==> src/rtl/ecc_notify_pkg.sv <==
package ecc_notify_pkg;
  localparam int unsigned KIND_W = 2;
  localparam int unsigned REG_W  = 4;

  localparam int unsigned BIT_SBE_EN  = 0;
  localparam int unsigned BIT_MBE_EN  = 1;
  localparam int unsigned BIT_MCHK_EN = 2;
  localparam int unsigned BIT_STICKY  = 3;

  typedef enum logic [KIND_W-1:0] {
    KIND_CPU_RD = 2'b00,
    KIND_CPU_WR = 2'b01,
    KIND_SCRUB  = 2'b10,
    KIND_RSVD   = 2'b11
  } acc_kind_e;

  typedef struct packed {
    logic mchk_en;
    logic mbe_en;
    logic sbe_en;
  } enables_t;

  function automatic logic is_cpu_access(input logic [KIND_W-1:0] k);
    return (k == KIND_CPU_RD) || (k == KIND_CPU_WR);
  endfunction
endpackage

==> src/rtl/ecc_rst_sync.sv <==
module ecc_rst_sync #(
  parameter int unsigned STAGES = 2
) (
  input  logic clk,
  input  logic rst_n,
  output logic rst_sync_n
);
  logic [STAGES-1:0] chain_q;
  logic [STAGES-1:0] chain_d;

  always_comb begin
    chain_d = {chain_q[STAGES-2:0], 1'b1};
  end

  always_ff @(posedge clk or negedge rst_n) begin
    if (!rst_n) chain_q <= '0;
    else        chain_q <= chain_d;
  end

  assign rst_sync_n = chain_q[STAGES-1];
endmodule

==> src/rtl/ecc_cfg_regs.sv <==
module ecc_cfg_regs
  import ecc_notify_pkg::*;
(
  input  logic             clk,
  input  logic             rst_n,
  input  logic             cfg_we,
  input  logic [REG_W-1:0] cfg_wdata,
  output enables_t         en
);
  enables_t en_q;
  enables_t en_d;
  logic     en_load;

  always_comb begin
    en_load    = cfg_we;
    en_d.sbe_en  = cfg_wdata[BIT_SBE_EN];
    en_d.mbe_en  = cfg_wdata[BIT_MBE_EN];
    en_d.mchk_en = cfg_wdata[BIT_MCHK_EN];
  end

  always_ff @(posedge clk or negedge rst_n) begin
    if (!rst_n)       en_q <= '0;
    else if (en_load) en_q <= en_d;
  end

  assign en = en_q;

  assert_load_R10: assert property (@(posedge clk) disable iff (!rst_n)
    cfg_we |=> (en_q == $past(en_d)));
  assert_keep_R10: assert property (@(posedge clk) disable iff (!rst_n)
    !cfg_we |=> $stable(en_q));
endmodule

==> src/rtl/ecc_irq_sticky.sv <==
module ecc_irq_sticky
  import ecc_notify_pkg::*;
(
  input  logic     clk,
  input  logic     rst_n,
  input  enables_t en,
  input  logic     sbe_log,
  input  logic     mbe_log,
  input  logic     clr_req,
  output logic     sticky
);
  logic sticky_q;
  logic sticky_d;
  logic set_req;
  logic upd;

  always_comb begin
    set_req  = (sbe_log && en.sbe_en) || (mbe_log && en.mbe_en);
    upd      = set_req || clr_req;
    sticky_d = set_req ? 1'b1 : 1'b0;
  end

  always_ff @(posedge clk or negedge rst_n) begin
    if (!rst_n)   sticky_q <= 1'b0;
    else if (upd) sticky_q <= sticky_d;
  end

  assign sticky = sticky_q;

  assert_sbe_set_R2: assert property (@(posedge clk) disable iff (!rst_n)
    (sbe_log && en.sbe_en) |=> sticky_q);
  assert_mbe_set_R3: assert property (@(posedge clk) disable iff (!rst_n)
    (mbe_log && en.mbe_en) |=> sticky_q);
  assert_hold_R4: assert property (@(posedge clk) disable iff (!rst_n)
    (sticky_q && !clr_req) |=> sticky_q);
  assert_rise_R2: assert property (@(posedge clk) disable iff (!rst_n)
    $rose(sticky_q) |-> $past((sbe_log && en.sbe_en) || (mbe_log && en.mbe_en)));
endmodule

==> src/rtl/ecc_mchk_pulse.sv <==
module ecc_mchk_pulse
  import ecc_notify_pkg::*;
(
  input  logic              clk,
  input  logic              rst_n,
  input  enables_t          en,
  input  logic              mbe_log,
  input  logic [KIND_W-1:0] acc_kind,
  output logic              mchk_n
);
  logic fire_q;
  logic fire_d;

  always_comb begin
    fire_d = mbe_log && en.mchk_en && is_cpu_access(acc_kind);
  end

  always_ff @(posedge clk or negedge rst_n) begin
    if (!rst_n) fire_q <= 1'b0;
    else        fire_q <= fire_d;
  end

  assign mchk_n = ~fire_q;

  assert_scrub_quiet_R9: assert property (@(posedge clk) disable iff (!rst_n)
    (mbe_log && !is_cpu_access(acc_kind)) |=> mchk_n);
  assert_disabled_R8: assert property (@(posedge clk) disable iff (!rst_n)
    !en.mchk_en |=> mchk_n);
  assert_pulse_R7: assert property (@(posedge clk) disable iff (!rst_n)
    !mchk_n |-> $past(mbe_log && is_cpu_access(acc_kind)));
  assert_sbe_quiet_R11: assert property (@(posedge clk) disable iff (!rst_n)
    (!mbe_log) |=> mchk_n);
endmodule

==> src/rtl/ecc_err_notify.sv <==
module ecc_err_notify
  import ecc_notify_pkg::*;
#(
  parameter int unsigned SYNC_STAGES = 2
) (
  input  logic             clk,
  input  logic             rst_n,
  input  logic             sbe_log,
  input  logic             mbe_log,
  input  logic [1:0]       acc_kind,
  input  logic             cfg_we,
  input  logic [3:0]       cfg_wdata,
  output logic [3:0]       cfg_rdata,
  output logic             err_irq,
  output logic             mchk_n
);
  logic     rst_i_n;
  enables_t en;
  logic     sticky;
  logic     clr_req;

  ecc_rst_sync #(.STAGES(SYNC_STAGES)) u_rst (
    .clk        (clk),
    .rst_n      (rst_n),
    .rst_sync_n (rst_i_n)
  );

  ecc_cfg_regs u_cfg (
    .clk       (clk),
    .rst_n     (rst_i_n),
    .cfg_we    (cfg_we),
    .cfg_wdata (cfg_wdata),
    .en        (en)
  );

  always_comb begin
    clr_req = cfg_we && cfg_wdata[BIT_STICKY];
  end

  ecc_irq_sticky u_sticky (
    .clk     (clk),
    .rst_n   (rst_i_n),
    .en      (en),
    .sbe_log (sbe_log),
    .mbe_log (mbe_log),
    .clr_req (clr_req),
    .sticky  (sticky)
  );

  ecc_mchk_pulse u_mchk (
    .clk      (clk),
    .rst_n    (rst_i_n),
    .en       (en),
    .mbe_log  (mbe_log),
    .acc_kind (acc_kind),
    .mchk_n   (mchk_n)
  );

  always_comb begin
    cfg_rdata              = '0;
    cfg_rdata[BIT_SBE_EN]  = en.sbe_en;
    cfg_rdata[BIT_MBE_EN]  = en.mbe_en;
    cfg_rdata[BIT_MCHK_EN] = en.mchk_en;
    cfg_rdata[BIT_STICKY]  = sticky;
  end

  assign err_irq = sticky;

  assert_clear_R4: assert property (@(posedge clk) disable iff (!rst_i_n)
    $fell(err_irq) |-> $past(cfg_we && cfg_wdata[BIT_STICKY]));
  assert_setwins_R5: assert property (@(posedge clk) disable iff (!rst_i_n)
    (clr_req && ((sbe_log && cfg_rdata[BIT_SBE_EN]) || (mbe_log && cfg_rdata[BIT_MBE_EN])))
      |=> err_irq);
  assert_reset_R1: assert property (@(posedge clk)
    !rst_n |-> (mchk_n && !err_irq));
endmodule

==> config.mk <==
export PLATFORM = sky130hd
export DESIGN_NAME = ecc_err_notify
export DESIGN_NICKNAME = d
export VERILOG_FILES = /design/src/rtl/ecc_notify_pkg.sv /design/src/rtl/ecc_rst_sync.sv /design/src/rtl/ecc_cfg_regs.sv /design/src/rtl/ecc_irq_sticky.sv /design/src/rtl/ecc_mchk_pulse.sv /design/src/rtl/ecc_err_notify.sv
export SDC_FILE = /design/constraint.sdc
export NUM_CORES = 1
export LEC_CHECK = 0
export CAP_MARGIN = 15
export CORE_AREA = 3 3 40 42
export DETAILED_ROUTE_END_ITERATION = 8
export DIE_AREA = 0 0 43 45
export HOLD_SLACK_MARGIN = 0.1
export PLACE_DENSITY_LB_ADDON = 0.25
export REMOVE_ABC_BUFFERS = 1
export SLEW_MARGIN = 20
export SYNTH_ARGS = -nofsm -noshare
export SYNTH_HDL_FRONTEND = slang
export SYNTH_SLANG_ARGS = --single-unit
export TNS_END_PERCENT = 100
==> constraint.sdc <==
create_clock -name clk -period 0.8 [get_ports clk]
set_clock_uncertainty 0.05 [all_clocks]
set_input_delay 0.08 -clock clk [delete_from_list [all_inputs] [get_ports clk]]
set_output_delay 0.08 -clock clk [all_outputs]
set_load 0.02 [all_outputs]
=== After elaboration in Yosys (flattened, before gate mapping) ===
Cells that the tools add are included.
Widths: inputs -> output; s select.

* Bits in registers: 7
* Output and inout port bits: 6
* Word-level logic and storage cells: 18

* Multiplexer cells: 1
* Equality and inequality tests: 1
* Reduce and logical (&&, ||, !) cells: 9
* Bitwise logic cells: 1

{| class="wikitable"
|+ Operators with widths
! operator !! count
|-
| $logic_and 1x1->1 || 5
|-
| $logic_or 1x1->1 || 3
|-
| $eq 2x1->1 const B || 1
|-
| $logic_not 2->1 || 1
|-
| $mux 1 || 1
|-
| $not 1->1 || 1
|}

=== Depth between registers and ports, before layout ===
* Word-level depth: 3
* Mapped depth: 2

=== Modules after synthesis ===
A second synthesis with hierarchy kept.

* Cell total of the unflattened synthesis: 17
* Area total of the unflattened synthesis: 255.2 µm²

{| class="wikitable"
|+ By module, submodules not included
! module !! instances !! cells each !! area each (µm²)
|-
| ecc_cfg_regs || 1 || 6 || 108.9
|-
| ecc_rst_sync || 1 || 3 || 53.8
|-
| ecc_irq_sticky || 1 || 3 || 41.3
|-
| ecc_mchk_pulse || 1 || 3 || 37.5
|-
| ecc_err_notify || 1 || 2 || 13.8
|}

=== Worst setup path after synthesis ===
OpenSTA, ideal clock, no wires.

* Path type: reg2reg
* Start point: reg, netlist name u_sticky.sticky
* End point: reg u_sticky.sticky_q (netlist: u_sticky.sticky)
* Clock period less this slack: 1.008 ns
* Arrival: 0.832 ns
* Required time: 0.624 ns
* Cell stages (with the launch flop): 3
* Library setup time: 0.126 ns
* Setup slack: -0.208 ns
* Cell sequence: dfrtp_1 > a21boi_1 > a221o_1

{| class="wikitable"
|+ RTL lines
! what !! line !! text
|-
| to (signal assigned) || ecc_irq_sticky.sv:25 || <nowiki>else if (upd) sticky_q <= sticky_d;</nowiki>
|-
| to (decl) || ecc_irq_sticky.sv:12 || <nowiki>logic sticky_q;</nowiki>
|}

=== Worst setup path in the final report ===
* Start point: reg u_cfg.en_q (netlist bit u_cfg.en[0])
* End point: reg u_sticky.sticky_q (netlist: u_sticky.sticky)

* Word-level cells in the longest chain between the ends: 3

{| class="wikitable"
|+ Ends and longest elaborated chain
! what !! line !! text
|-
| from (decl) || ecc_cfg_regs.sv:10 || <nowiki>enables_t en_q;</nowiki>
|-
| from (signal assigned) || ecc_cfg_regs.sv:23 || <nowiki>else if (en_load) en_q <= en_d;</nowiki>
|-
| $logic_and 1x1->1 (*) || ecc_irq_sticky.sv:18 || <nowiki>set_req = (sbe_log && en.sbe_en) || (mbe_log && en.mbe_en);</nowiki>
|-
| $logic_or 1x1->1 (*) || ecc_irq_sticky.sv:18 ||
|-
| $mux 1 or $logic_or 1x1->1 (tied branches) || ecc_irq_sticky.sv:20, ecc_irq_sticky.sv:19 ||
|}

Every way passes the cells marked *; elsewhere a longest branch is shown, timed or not.
A chain may end at the register's enable or synchronous reset.

==> out/results.ini <==
[worst_setup_path]
worst_path_largest_cell_delay_ns=0.38
critPathLaunch=u_cfg.en[0]
critPathBufInv=1
crit_type=register to register
worstPathRequired_ns=0.87
critPathMaxFanout=2
arrival_ns=1.04
path_delay_family=flip-flops
cp_slowest_cell=dfrtp_1
r2r-start=u_cfg.en[0]
cp-start-kind=register
crit_chain=buf_6, a221o_1
end_kind=register

[sta]
timing.final.hold_violations=0
setup_ws_ns=-0.165
period_share_pct=121
rsz0062_at_grt=true
whs_ns=0.0270
max_freq_mhz=1040
slew_viol_final=0
period_minus_slack_ns=0.965
setup_viol_count_final=10

[placed_design]
port_buffers=15
dpl_cell_area_sq_um=425
gp_congestion=0.701

[clock_network]
htreeDepth=1
root_buffer=clkbuf_4
clk_latency_ns=0.25
clockBufferDepth=2
cts_hold_buf=1
clk_pin_slew_worst_paths_ns=0.05
tritoncts=yes
cts-buffers-inserted=3
cts_sinks=7

[die]
design.portCount=17
die_area_sq_um=1940
coreArea_sq_um=1280
row_count=13
die_x_microns=43
die_h_microns=45
initial_core_util_pct=19.4

[finish]
drive_above_1_share_pct=39.5
n_antenna_cell=0
fin_util_pct=35.2
final_nets=50
area.growth.synth_to_final_pct=81.9
nFillCells=136
final_cell_area_sq_um=453

[detailed_routing]
wl_met3_microns=57
drt_iter0_drc=1
top_layer=met3
wl_microns=557
antenna_left=0
vias_per_cell=3.81
m1WireLength_microns=194
drc_errors=0
wl_per_cell_microns=10.5
dr_total_vias=202
wl_met2_microns=304
dr.pass1.iters=3

[pwr]
peakVddDrop_mv=0.664
power_density_nw_per_um2=2010
power_leakage_nw=0.204

[global_route]
grt_pass1_vias=208
antenna_found_initial=0
grt_use_total_pct=7.21
grt_pass1_wl_microns=931
grt_overflow=0
grt_max_degree=6

[synth]
synthAdderAreaFrac_pct=0
syn_area_sq_um=249
synth_top_family_by_area=multiplexers
yosysWarnings=0
synthXorXnorAreaFrac_pct=0
synth_cell_types=9
synth-compound-area-share_pct=7.04
synthCells=17
synth_seq_cells=7
synthSimpleGateAreaFrac_pct=3.02
syn_area_per_cell_sq_um=14.6
ys_seq_area_share_pct=70.4
synth_mux_area_share_pct=13.6

[hold_path]
hold_path.class=register to asynchronous set/reset pin

[status]
violations=setup timing
status=finished with violations

[flow_run]
drv_cap=0

## worst register-to-register path: cells and delay by family, from the launching register on
| family | cells | cell delay, ns |
|---|---|---|
| flops | 1 | 0.38 |
| buf+inv | 1 | 0.12 |
| compound gates | 1 | 0.30 |
## placed cells by master (no fill, tap or decap)
cell             synthesis  final
buf_6                    0      4
buf_2                    0      3
clkbuf_1                 0      1
clkdlybuf4s50_1          0      8
conb_1                   1      1
dlygate4sd2_1            0      1
a221o_1                  1      1
dfrtp_1                  7      7
dlygate4sd3_1            0      1
nand2_1                  1      1
clkbuf_4                 0      3
nor2_1                   1      1
inv_2                    0      1
buf_4                    1      1
a21boi_1                 1      1
mux2_2                   3      3
## logic make-up after synthesis
logic type	Yosys count
DFF	7
muxes	3
and+or+nand+nor	2
AOI/OAI and AO/OA	2
other	1
buffers and inverters	2
## report_power, final
group	total (mW)	switching, mW	leakage (nW)	internal (mW)
sequential	0.406	0.0217	0.0821	0.384
clock	0.315	0.125	0.0150	0.190
combinational	0.192	0.0773	0.107	0.115
## synth_stat cells, drive strengths merged
| cell | n | area (sq um) |
|---|---|---|
| a221o | 1 | 10.0 |
| nand2 | 1 | 3.75 |
| nor2 | 1 | 3.75 |
| a21boi | 1 | 7.51 |
| dfrtp | 7 | 175 |
| conb | 1 | 3.75 |
| buf | 1 | 7.51 |
| mux2 | 3 | 33.8 |
| inv | 1 | 3.75 |
## repair_timing
item	in CTS	in global routing
pin swaps	0	0
gates resized for setup	32	1
hold endpoints to repair	7	5
setup buffers	0	0
endpoints found under the setup margin	10	10
## sequential cells by signal, summed over array words and instances (netlist names)
register / count
u_cfg.en: 3
u_mchk.fire_q: 1
u_rst.chain_q: 2
u_sticky.sticky: 1
## area by class of cell
cell class | count | area (sq um) | share of cell area (%)
flip-flops and latches | 7 | 175 | 38.7
well taps | 15 | 18.8 | 4.14
multi-input cells | 8 | 62.6 | 13.8
clock buffers | 4 | 26.3 | 5.80
inverters | 1 | 3.75 | 0.829
repair buffers | 18 | 166 | 36.7
## stage by stage
| step | setup slack [ns] | std cells | power, mW | setup TNS [ns] |
|---|---|---|---|---|
| 6_report | -0.165 | 53 | 0.912 | -1.09 |
| 5_1_grt | -0.202 | 53 | 0.976 | -1.46 |
| 4_1_cts | -0.174 | 53 | 0.934 | -1.22 |
| 3_5_place_dp | -0.376 | 48 | 0.612 | -3.17 |
| 3_3_place_gp | -0.364 | 48 | 0.609 | -3.10 |
| 2_1_floorplan | -0.304 | 16 | 0.478 | -0.571 |
## path summary, 6_finish.rpt
path | end | slack, ns | cells after the start
worst max-delay path | u_sticky.sticky | -0.17 | 2
worst min-delay path | u_cfg.en[2] | 0.03 | 0
worst max register to register | u_sticky.sticky | -0.17 | 2
worst min register to register | u_cfg.en[2] | 0.03 | 0
max in group asynchronous | u_rst.chain_q[1] | 0.11 | 2
min in group clk | u_cfg.en[2] | 0.27 | 2
## per-layer routing
| metal | GRT usage, % | vias up |
|---|---|---|
| li1 | - | 98 |
| met1 | 7.13 | 96 |
| met2 | 10.2 | 8 |
| met3 | 4.38 | 0 |
| met4 | 7.23 | 0 |
| met5 | 0 | - |
No activity file was read; power rests on OpenSTA's default activity.
